**src/rtl/ispp_pkg.sv**
```systemverilog
package ispp_pkg;
  typedef enum logic [1:0] {
    ST_IDLE  = 2'd0,
    ST_CHECK = 2'd1,
    ST_PULSE = 2'd2,
    ST_VFY   = 2'd3
  } ispp_state_t;

  localparam logic [1:0] LV_NONE = 2'd0;
  localparam logic [1:0] LV_A    = 2'd1;
  localparam logic [1:0] LV_B    = 2'd2;
  localparam logic [1:0] LV_C    = 2'd3;
endpackage

```
**src/rtl/ispp_latches.sv**
```systemverilog
module ispp_latches
  import ispp_pkg::*;
#(
  parameter int NBL = 16
) (
  input  logic           clk,
  input  logic           rst,
  input  logic           load,
  input  logic           page_hi,
  input  logic [NBL-1:0] want,
  input  logic [NBL-1:0] to_c,
  input  logic           pulse,
  input  logic           vfy,
  input  logic [1:0]     lvl,
  input  logic           commit,
  input  logic [NBL-1:0] sense,
  output logic [NBL-1:0] bl_pgm,
  output logic [NBL-1:0] pre_en,
  output logic           any_a,
  output logic           any_b,
  output logic           any_c
);
  logic [NBL-1:0] pend;
  logic [NBL-1:0] hit_a, hit_b, hit_c;

  for (genvar i = 0; i < NBL; i++) begin : g_bl
    logic [1:0] tgt;

    always_ff @(posedge clk) begin
      if (rst) begin
        tgt <= LV_NONE;
      end else if (load) begin
        if (!want[i])      tgt <= LV_NONE;
        else if (!page_hi) tgt <= LV_A;
        else if (to_c[i])  tgt <= LV_C;
        else               tgt <= LV_B;
      end else if (commit && (tgt == lvl) && sense[i]) begin
        tgt <= LV_NONE;
      end
    end

    assign pend[i]   = (tgt != LV_NONE);
    assign hit_a[i]  = (tgt == LV_A);
    assign hit_b[i]  = (tgt == LV_B);
    assign hit_c[i]  = (tgt == LV_C);
    assign bl_pgm[i] = pulse & pend[i];
    assign pre_en[i] = vfy & (tgt == lvl) & pend[i];
  end

  assign any_a = |hit_a;
  assign any_b = |hit_b;
  assign any_c = |hit_c;


  no_revive_chk: assert property (@(posedge clk) disable iff (rst)
    !load |=> ((pend & ~$past(pend)) == '0));


  pre_pgm_excl_chk: assert property (@(posedge clk) disable iff (rst)
    !((|pre_en) && (|bl_pgm)));
endmodule

```
**src/rtl/ispp_vgen.sv**
```systemverilog
module ispp_vgen #(
  parameter int VW     = 8,
  parameter int VSTART = 40,
  parameter int VEDGE  = 32,
  parameter int VSTEP  = 4,
  parameter int VMAX   = 255
) (
  input  logic          clk,
  input  logic          rst,
  input  logic          load,
  input  logic          edge_wl,
  input  logic          step,
  output logic [VW-1:0] vcode
);
  localparam logic [VW:0]   CAP_W  = (VW+1)'(VMAX);
  localparam logic [VW:0]   STEP_W = (VW+1)'(VSTEP);
  localparam logic [VW-1:0] INIT_N = VW'(VSTART);
  localparam logic [VW-1:0] INIT_E = VW'(VEDGE);

  logic [VW:0]   sum;
  logic [VW-1:0] nxt;

  always_comb begin
    sum = {1'b0, vcode} + STEP_W;
    nxt = (sum > CAP_W) ? CAP_W[VW-1:0] : sum[VW-1:0];
  end

  always_ff @(posedge clk) begin
    if (rst)       vcode <= '0;
    else if (load) vcode <= edge_wl ? INIT_E : INIT_N;
    else if (step) vcode <= nxt;
  end


  code_hold_chk: assert property (@(posedge clk) disable iff (rst)
    (!load && !step) |=> $stable(vcode));
endmodule

```
**src/rtl/ispp_fsm.sv**
```systemverilog
module ispp_fsm
  import ispp_pkg::*;
#(
  parameter int TP   = 3,
  parameter int TV   = 2,
  parameter int MAXP = 20
) (
  input  logic       clk,
  input  logic       rst,
  input  logic       start,
  input  logic       any_a,
  input  logic       any_b,
  input  logic       any_c,
  output logic       load,
  output logic       step,
  output logic       pulse,
  output logic       vfy,
  output logic [1:0] lvl,
  output logic       commit,
  output logic       busy,
  output logic       done,
  output logic       fail
);
  localparam int TMAX = (TP > TV) ? TP : TV;
  localparam int TW   = $clog2(TMAX) + 1;
  localparam int CW   = $clog2(MAXP + 1);

  ispp_state_t   st;
  logic [TW-1:0] tmr;
  logic [CW-1:0] npulse;
  logic          none_left;
  logic [1:0]    first_lvl;

  assign none_left = !(any_a || any_b || any_c);
  assign first_lvl = any_a ? LV_A : (any_b ? LV_B : LV_C);

  assign load   = (st == ST_IDLE) && start;
  assign pulse  = (st == ST_PULSE);
  assign vfy    = (st == ST_VFY);
  assign step   = pulse && (tmr == '0);
  assign commit = vfy && (tmr == '0);
  assign busy   = (st != ST_IDLE);

  always_ff @(posedge clk) begin
    if (rst) begin
      st     <= ST_IDLE;
      tmr    <= '0;
      npulse <= '0;
      lvl    <= LV_NONE;
      done   <= 1'b0;
      fail   <= 1'b0;
    end else begin
      case (st)
        ST_IDLE: if (start) begin
          st     <= ST_CHECK;
          npulse <= '0;
          done   <= 1'b0;
          fail   <= 1'b0;
        end
        ST_CHECK: begin
          if (none_left) begin
            st   <= ST_IDLE;
            done <= 1'b1;
          end else if (npulse == CW'(MAXP)) begin
            st   <= ST_IDLE;
            fail <= 1'b1;
          end else begin
            st  <= ST_PULSE;
            tmr <= TW'(TP - 1);
          end
        end
        ST_PULSE: begin
          if (tmr == '0) begin
            st     <= ST_VFY;
            npulse <= npulse + 1'b1;
            lvl    <= first_lvl;
            tmr    <= TW'(TV - 1);
          end else begin
            tmr <= tmr - 1'b1;
          end
        end
        ST_VFY: begin
          if (tmr == '0) begin
            if (lvl == LV_A && any_b) begin
              lvl <= LV_B;
              tmr <= TW'(TV - 1);
            end else if (lvl != LV_C && any_c) begin
              lvl <= LV_C;
              tmr <= TW'(TV - 1);
            end else begin
              st <= ST_CHECK;
            end
          end else begin
            tmr <= tmr - 1'b1;
          end
        end
        default: st <= ST_IDLE;
      endcase
    end
  end


  cnt_cap_chk: assert property (@(posedge clk) disable iff (rst)
    npulse <= CW'(MAXP));


  done_fail_excl_chk: assert property (@(posedge clk) disable iff (rst)
    !(done && fail));


  lvl_valid_chk: assert property (@(posedge clk) disable iff (rst)
    vfy |-> (lvl != LV_NONE));
endmodule

```
**src/rtl/ispp_seq.sv**
```systemverilog
module ispp_seq
  import ispp_pkg::*;
#(
  parameter int NBL    = 16,
  parameter int VW     = 8,
  parameter int VSTART = 40,
  parameter int VEDGE  = 32,
  parameter int VSTEP  = 4,
  parameter int VMAX   = 255,
  parameter int TP     = 3,
  parameter int TV     = 2,
  parameter int MAXP   = 20
) (
  input  logic           clk,
  input  logic           rst,
  input  logic           start,
  input  logic           page_hi,
  input  logic           edge_wl,
  input  logic [NBL-1:0] want,
  input  logic [NBL-1:0] to_c,
  input  logic [NBL-1:0] sense,
  output logic [VW-1:0]  vcode,
  output logic           pgm_pulse,
  output logic [NBL-1:0] bl_pgm,
  output logic           vfy_strobe,
  output logic [1:0]     vfy_level,
  output logic [NBL-1:0] pre_en,
  output logic           busy,
  output logic           done,
  output logic           fail
);
  logic       load, step, pulse, vfy, commit;
  logic       any_a, any_b, any_c;
  logic [1:0] lvl;

  ispp_fsm #(.TP(TP), .TV(TV), .MAXP(MAXP)) u_fsm (
    .clk(clk), .rst(rst), .start(start),
    .any_a(any_a), .any_b(any_b), .any_c(any_c),
    .load(load), .step(step), .pulse(pulse), .vfy(vfy), .lvl(lvl),
    .commit(commit), .busy(busy), .done(done), .fail(fail)
  );

  ispp_latches #(.NBL(NBL)) u_lat (
    .clk(clk), .rst(rst), .load(load), .page_hi(page_hi),
    .want(want), .to_c(to_c), .pulse(pulse), .vfy(vfy), .lvl(lvl),
    .commit(commit), .sense(sense), .bl_pgm(bl_pgm), .pre_en(pre_en),
    .any_a(any_a), .any_b(any_b), .any_c(any_c)
  );

  ispp_vgen #(.VW(VW), .VSTART(VSTART), .VEDGE(VEDGE), .VSTEP(VSTEP),
              .VMAX(VMAX)) u_vgen (
    .clk(clk), .rst(rst), .load(load), .edge_wl(edge_wl), .step(step),
    .vcode(vcode)
  );

  assign pgm_pulse  = pulse;
  assign vfy_strobe = vfy;
  assign vfy_level  = vfy ? lvl : LV_NONE;


  pre_in_vfy_chk: assert property (@(posedge clk) disable iff (rst)
    (|pre_en) |-> vfy_strobe);


  pgm_in_pulse_chk: assert property (@(posedge clk) disable iff (rst)
    (|bl_pgm) |-> pgm_pulse);


  vcode_mono_chk: assert property (@(posedge clk) disable iff (rst)
    (busy && $past(busy)) |-> (vcode >= $past(vcode)));
endmodule

```
**config.mk**
```make
export PLATFORM = sky130hd
export DESIGN_NAME = ispp_seq
export DESIGN_NICKNAME = d
export VERILOG_FILES = /design/src/rtl/ispp_pkg.sv /design/src/rtl/ispp_latches.sv /design/src/rtl/ispp_vgen.sv /design/src/rtl/ispp_fsm.sv /design/src/rtl/ispp_seq.sv
export SDC_FILE = /design/constraint.sdc
export NUM_CORES = 1
export LEC_CHECK = 0
export BUFFER_PORTS_ARGS = -buffer_cell sky130_fd_sc_hd__buf_2
export CORE_MARGIN = 10
export CORE_UTILIZATION = 57
export CTS_BUF_LIST = sky130_fd_sc_hd__clkbuf_4 sky130_fd_sc_hd__clkbuf_8 sky130_fd_sc_hd__clkbuf_16
export DETAILED_ROUTE_END_ITERATION = 7
export GPL_TIMING_DRIVEN = 0
export HOLD_SLACK_MARGIN = 0.08
export PLACE_DENSITY = 0.85
export SLEW_MARGIN = 20
export SYNTH_ARGS = -nofsm -noshare
export SYNTH_HDL_FRONTEND = slang
export SYNTH_SLANG_ARGS = --single-unit
```
**constraint.sdc**
```tcl
create_clock -name clk -period 3.48 [get_ports clk]
set_input_delay 0.522 -clock clk [delete_from_list [all_inputs] [get_ports clk]]
set_output_delay 0.522 -clock clk [all_outputs]
set_load 0.02 [all_outputs]
```
==> summary.txt, run 1 <==
Run status
  • Status: complete, no violations

CTS
  • Clk root buf: clkbuf_8
  • Clk_lat worst skew: 0.32 ns
  • Resize count post-CTS: 0
  • Hold-fix buffers at CTS: 0
  • Reg clk slew, reported paths: 0.10 ns
  • Clock buffer depth: 2
  • CTS tree: done
  • Clk sinks: 53
  • H-tree depth: 2
  • Post-CTS Setup Inserts: 0
  • Num CTS Buffers: 5

Synthesis
  • Post-Synth Adder-Cell Area: 3.08%
  • Synth Net Count: 512
  • Cell variety after synth: 57
  • Post-synthesis compound-gate area fraction: 29.9%
  • Cell taking the most area after synthesis: dfxtp_1
  • Avg Cell Area, Syn: 8.14 um^2
  • Synth Area in XOR/XNOR: 8.61%
  • Mapped cell area: 3660 um^2
  • Post-synthesis cell count: 450
  • Synth warnings: 0
  • Ys async rst share: 0%
  • Seq/Total Area, Yosys: 29.0%
  • Synth top area share: 29.0%
  • Commonest cells in the netlist: 65 x nor2_1, 53 x dfxtp_1, 36 x xor2_1
  • Post-synthesis simple-gate area fraction: 24.2%
  • Most used DFF post-synth: dfxtp_1
  • Top-count cell post-synth: nor2_1
  • Top cells by area, synth: dfxtp_1 29%, xor2_1 8.6%, nor2_1 6.7%, a32oi_1 6.2%, nand2b_1 5.0%
  • #FFs+latches synth: 53
  • Post-synthesis mux area share: 0.684%
  • Post-synth EDFFs: 0
  • Main combinational cell family by area after synthesis: compound AO/OA/AOI/OAI gates

Timing
  • Final Setup Violations: 0
  • Normalized max-slew margin: 58.0%
  • Final cycle utilization of the critical path: 87.5%
  • Fmax achieved: 0.329 GHz
  • Setup TNS: 0 ns
  • Final hold slack: 0.463 ns
  • Clock Skew: 0.00613 ns
  • Hold Violations, Final: 0
  • Unrepaired setup endpoints after global routing: false
  • Worst-margin pin slew: 0.614 ns
  • Fin. max-slew vios: 0
  • Final worst path period need: 3.04 ns

Drt
  • DRT Wirelength: 11.9 mm
  • Wire length per cell: 18.8 um
  • Pre-Repair DR Iteration Count: 5
  • Detailed Route Iter0 Violations: 251
  • Post-DRT Antenna Nets: 0
  • DR vias/cell: 6.26
  • DRC Markers: 0
  • DR vias: 3,965

Place
  • RD Place Congestion: 0.956
  • PortBufs: 98
  • Detail Placement HPWL: 8.84 mm

GRT
  • First-pass GRT wire length: 19.0 mm
  • Largest net degree at the start of global routing: 16
  • Global route overflow: 0
  • Vias in the first global route: 3,922
  • Initial antenna violation count: 0
  • GRT Total Usage: 22.7%

Worst setup path
  • Worst Reg-to-Reg Cells: 8
  • FF-to-FF Start: u_fsm.st[1]
  • CP Capture Type: primary output
  • CP required: 2.96 ns
  • WS Path Type: register to primary output
  • Worst Path Max Fanout: 10
  • R2R Setup Slk: 1.07 ns
  • RR Endpoint: u_lat.g_bl[10].tgt[1]
  • CP Launch Type: register
  • CP Data Arrival Time: 2.52 ns

Cells and area
  • Area Overhead vs Synth: 18.8%
  • # fillers: 514
  • Layout cell share with drive strength beyond 1: 23.4%
  • Layout Nets: 617
  • # diodes: 0

Power
  • VDD IR-drop max: 210 uV
  • Static leakage: 1.98 nW
  • Pwr Density: 373 nW/um^2

Die
  • # IOs: 100
  • Die Area: 10,000 um^2
  • Row cnt: 29
  • Starting Density: 58.3%
  • Die height: 100 um
  • Core Area: 6280 um^2
  • Die X: 100 um

Min path
  • Cells on Worst Hold Path: 3
  • Hold path start: want[5]
  • Hold Path Class: input port to register
  • Min-Delay Endpoint: u_lat.g_bl[5].tgt[1]

Run
  • # Max-Cap Violations: 0
routing by layer:
metal / up-vias / wire [um] / track usage (%) / share of wire, %
met3: 31 / 1080 / 5.22 / 9.1
li1: 1852 / - / - / -
met1: 1833 / 4800 / 27.2 / 40
met4: 0 / 315 / 9.78 / 2.7
met2: 249 / 5680 / 37.7 / 48
met5: - / 0 / 0 / 0
cell families after synthesis:
group | after synthesis
and+or+nand+nor | 170
AOI/OAI and AO/OA | 141
DFF | 53
buffers and inverters | 39
xor gates and xnor gates | 36
adders and majority gates | 9
muxes | 2
metrics by stage:
| step | power (mW) | instances | utilization, % | setup slack [ns] | cell area [um^2] |
|---|---|---|---|---|---|
| 2_1_floorplan | 1.08 | 450 | - | 1.18 | 3660 |
| 3_3_place_gp | 1.20 | 625 | 67.7 | 0.907 | 4250 |
| 3_5_place_dp | 1.23 | 625 | 67.7 | 0.880 | 4250 |
| 4_1_cts | 1.61 | 633 | 69.3 | 0.513 | 4350 |
| 5_1_grt | 1.70 | 633 | 69.3 | 0.297 | 4350 |
| 6_report | 1.62 | 633 | 69.3 | 0.436 | 4350 |
registers in the layout (all words and copies together), names as in the netlist:
register        cells
u_fsm.st            2
u_lat.g_bl.tgt     32
u_fsm.done          1
u_vgen.vcode        7
u_fsm.lvl           2
u_fsm.npulse        5
u_fsm.tmr           3
u_fsm.fail          1
cell usage in the layout, fill, tap and decap left out, types with 3 or more instances in the layout:
cell	count
nand2b_1	29
dfxtp_1	53
and2b_1	3
a22o_1	4
nand3_1	4
o2111a_1	3
nor2b_1	13
o21ai_1	4
a22oi_1	6
o21ai_0	23
nor3_1	20
xor2_1	36
buf_2	103
a32oi_1	26
and2_1	5
inv_1	14
ha_1	9
o311a_1	3
nand2_1	13
buf_4	3
a221oi_2	5
o21a_1	17
nor2_1	65
or3_1	3
clkbuf_8	7
a21oi_1	15
a31oi_1	18
clkbuf_1	15
critical path, stage by stage (launching register included):
cell,delay (ns)
dfxtp_1,0.41
ha_1,0.34
clkbuf_1,0.42
clkbuf_1,0.41
o21ai_0,0.18
nor3_1,0.22
buf_2,0.22
final cells by class:
cell class / instances / area, um^2 / share of cell area (%)
inverters: 14 / 52.6 / 1.21
flip-flops and latches: 53 / 1060 / 24.4
clock buffers: 7 / 96.3 / 2.22
repair buffers: 98 / 490 / 11.3
well taps: 77 / 96.3 / 2.22
multi-input cells: 358 / 2440 / 56.0
plain buffers: 25 / 111 / 2.56
clock inverters: 1 / 5.00 / 0.115
how the worst max path moves through the flow:
stage                      from         end  slack [ns]  cells past startpoint
floorplan           u_fsm.st[0]   pre_en[0]        1.18                      5
global route        u_fsm.st[0]  pre_en[10]        0.30                      6
finish              u_fsm.st[1]  pre_en[10]        0.44                      6
CTS                 u_fsm.st[0]  bl_pgm[11]        0.51                      7
global placement    u_fsm.st[0]  bl_pgm[11]        0.91                      7
detailed placement  u_fsm.st[0]  bl_pgm[11]        0.88                      7
power by group:
group          internal (mW)  switching, mW  leakage (nW)
clock                  0.180          0.214        0.0542
sequential             0.644         0.0691         0.431
combinational          0.201          0.315          1.50
total                   1.02          0.598          1.98
Power figures use the tool's default switching activity.
==> run 2, diff against run 1 <==
--- a/config.mk
+++ b/config.mk
@@ -5,9 +5,10 @@
 export SDC_FILE = /design/constraint.sdc
 export NUM_CORES = 1
 export LEC_CHECK = 0
+export ABC_AREA = 1
 export BUFFER_PORTS_ARGS = -buffer_cell sky130_fd_sc_hd__buf_2
 export CORE_MARGIN = 10
-export CORE_UTILIZATION = 57
+export CORE_UTILIZATION = 58
 export CTS_BUF_LIST = sky130_fd_sc_hd__clkbuf_4 sky130_fd_sc_hd__clkbuf_8 sky130_fd_sc_hd__clkbuf_16
 export DETAILED_ROUTE_END_ITERATION = 7
 export GPL_TIMING_DRIVEN = 0
==> run 2 against run 1 <==
Compared with the run above: cell area up 4.2%; sequential power increased by 16%; via count increased by 16%; clock skew up 0.0082 ns; critical path type unchanged; critical endpoint is now pre_en[0].
==> summary.txt, run 2 <==
Run status
  • Status: complete, no violations

Cells and area
  • Most frequent cells in the layout: 180 x nand2_1, 130 x nor2_1, 102 x buf_2
  • Area Overhead vs Synth: 17.5%
  • # diodes: 0
  • Top Registers: u_lat.g_bl.tgt x32, u_vgen.vcode x7, u_fsm.npulse x5
  • Most common cell after layout, fill and taps aside: nand2_1
  • Max reg flops: 32
  • Core Util, Final: 70.9%
  • Top reg by flops: u_lat.g_bl.tgt
  • Post-route cell area: 4530 um^2
  • Layout Nets: 832
  • # fillers: 577
  • Layout cell share with drive strength beyond 1: 18.4%
  • Layout Cells excl Fill: 848

Synthesis
  • Seq/Total Area, Yosys: 27.5%
  • Avg Cell Area, Syn: 5.79 um^2
  • Ys async rst share: 0%
  • Cell variety after synth: 32
  • Post-synthesis cell count: 666
  • Most used DFF post-synth: dfxtp_1
  • Synth top area share: 27.5%
  • Top-count cell post-synth: nand2_1
  • Mapped cell area: 3850 um^2
  • #FFs+latches synth: 53
  • Cell taking the most area after synthesis: dfxtp_1
  • Post-synth EDFFs: 0
  • Top cells by area, synth: dfxtp_1 28%, nand2_1 18%, nor2_1 13%, inv_1 7.2%, a21oi_1 6.0%
  • Synth Net Count: 728
  • Synth warnings: 0
  • Commonest cells in the netlist: 180 x nand2_1, 130 x nor2_1, 74 x inv_1

Worst setup path
  • CP Cell Sequence: ha_1, buf_1, clkbuf_1, nand2_1, nor2_1, buf_2
  • Critical-path top delay cell: buf_1
  • CP Capture Type: primary output
  • Slowest cell delay on critical path: 0.52 ns
  • WS Path Type: register to primary output
  • Worst Path Max Fanout: 10
  • CP required: 2.96 ns
  • CP Launch Type: register
  • CP Data Arrival Time: 2.47 ns

Place
  • Detail Placement HPWL: 9.33 mm
  • Pre-CTS setup slack: 0.916 ns
  • Inst Count DP: 840
  • Placed cell area: 4440 um^2
  • RD Place Congestion: 0.988
  • PortBufs: 97

Power
  • Static leakage: 2.37 nW
  • VDD IR-drop max: 404 uV
  • Tot Pwr: 2.78 mW
  • Pwr Density: 613 nW/um^2

Drt
  • DRT Wirelength: 12.3 mm
  • DRC Markers: 0
  • Pre-Repair DR Iteration Count: 6
  • Detailed Route Iter0 Violations: 373
  • Post-DRT Antenna Nets: 0
  • DR vias/cell: 5.43
  • Wire length per cell: 14.4 um
  • DR vias: 4,607

GRT
  • Largest net degree at the start of global routing: 19
  • GRT Total Usage: 22.9%
  • First-pass GRT wire length: 19.5 mm
  • Vias in the first global route: 4,319
  • Initial antenna violation count: 0
  • Global route overflow: 0

Timing
  • Final hold slack: 0.445 ns
  • Worst-margin pin slew: 0.717 ns
  • Fmax achieved: 0.334 GHz
  • Fin. max-slew vios: 0
  • Clock Skew: 0.0143 ns
  • Setup TNS: 0 ns
  • Unrepaired setup endpoints after global routing: false
  • Normalized max-slew margin: 52.2%
  • Slack of the critical path: 0.488 ns
  • Final worst path period need: 2.99 ns
  • Final Setup Violations: 0
  • Final cycle utilization of the critical path: 86.0%
  • Hold Violations, Final: 0

CTS
  • Resize count post-CTS: 0
  • Post-CTS Setup Inserts: 0
  • Clock buffer depth: 2
  • Clk sinks: 53
  • H-tree depth: 2
  • CTS tree: done
  • Hold-fix buffers at CTS: 0
  • Clk_lat worst skew: 0.33 ns
  • Num CTS Buffers: 5
  • Clk root buf: clkbuf_8
  • Reg clk slew, reported paths: 0.10 ns

Die
  • Die Area: 10,300 um^2
  • Die X: 102 um
  • # IOs: 100
  • Row cnt: 29
  • Die height: 102 um
  • Core Area: 6390 um^2
  • Starting Density: 60.4%

Min path
  • Hold Path Class: input port to register

Run
  • # Max-Cap Violations: 0
run 2: changes by cell type after synthesis, sizes merged, moves of 17 or more:
cell	change
nand3	+32
a21oi	+32
o21a	-17
a32oi	-26
nand2b	-29
nand2	+172
nor2	+69
a31oi	-18
inv	+75
run 2: layout make-up:
cell class,count,area (um^2),share of cell area [%]
Buffer,23,120,2.65
Clock buffer,5,68.8,1.52
Clock inverter,3,25.0,0.552
Inverter,90,338,7.46
Multi-Input combinational cell,500,2340,51.6
Sequential cell,53,1060,23.4
Tap cell,77,96.3,2.13
Timing Repair Buffer,97,485,10.7
run 2: layer usage:
layer | global-route usage (%) | wire length (um) | vias up
met2 | 38.2 | 5700 | 231
met3 | 5.51 | 1270 | 31
met5 | 0 | 0 | -
met1 | 27.4 | 4970 | 2066
met4 | 9.65 | 316 | 0
li1 | - | - | 2279
run 2: logic make-up (layout without fill, tap and decap cells):
| group | count (synthesis) | after routing | share of synthesized area (%) |
|---|---|---|---|
| AND/OR/NAND/NOR | 380 | 380 | 40.3 |
| buffers and inverters | 113 | 218 | 11.9 |
| AO/OA/AOI/OAI | 89 | 89 | 12.4 |
| flip-flops | 53 | 53 | 27.5 |
| XOR/XNOR | 22 | 22 | 5.00 |
| adder cells (fa/ha/maj) | 9 | 9 | 2.92 |
run 2: critical path: cells and delay by family, from the launching register on:
| family | cells | cell delay, ns |
|---|---|---|
| buffers and inverters | 3 | 1.21 |
| DFF | 1 | 0.40 |
| adders and majority gates | 1 | 0.28 |
| and+or+nand+nor | 2 | 0.26 |
run 2: where the power goes:
| part | switching [mW] | internal, mW |
|---|---|---|
| registers | 0.125 | 0.705 |
| clock network | 0.237 | 0.146 |
| logic | 1.05 | 0.513 |
run 2: path summary, 6_finish.rpt:
path / start / slack (ns) / endpoint / cells past startpoint
max: u_fsm.st[0] / 0.49 / pre_en[0] / 6
min: rst / 0.44 / u_fsm.npulse[1] / 2
max reg2reg: u_fsm.st[0] / 1.53 / u_fsm.npulse[3] / 6
min reg2reg: u_fsm.fail / 0.51 / u_fsm.fail / 2
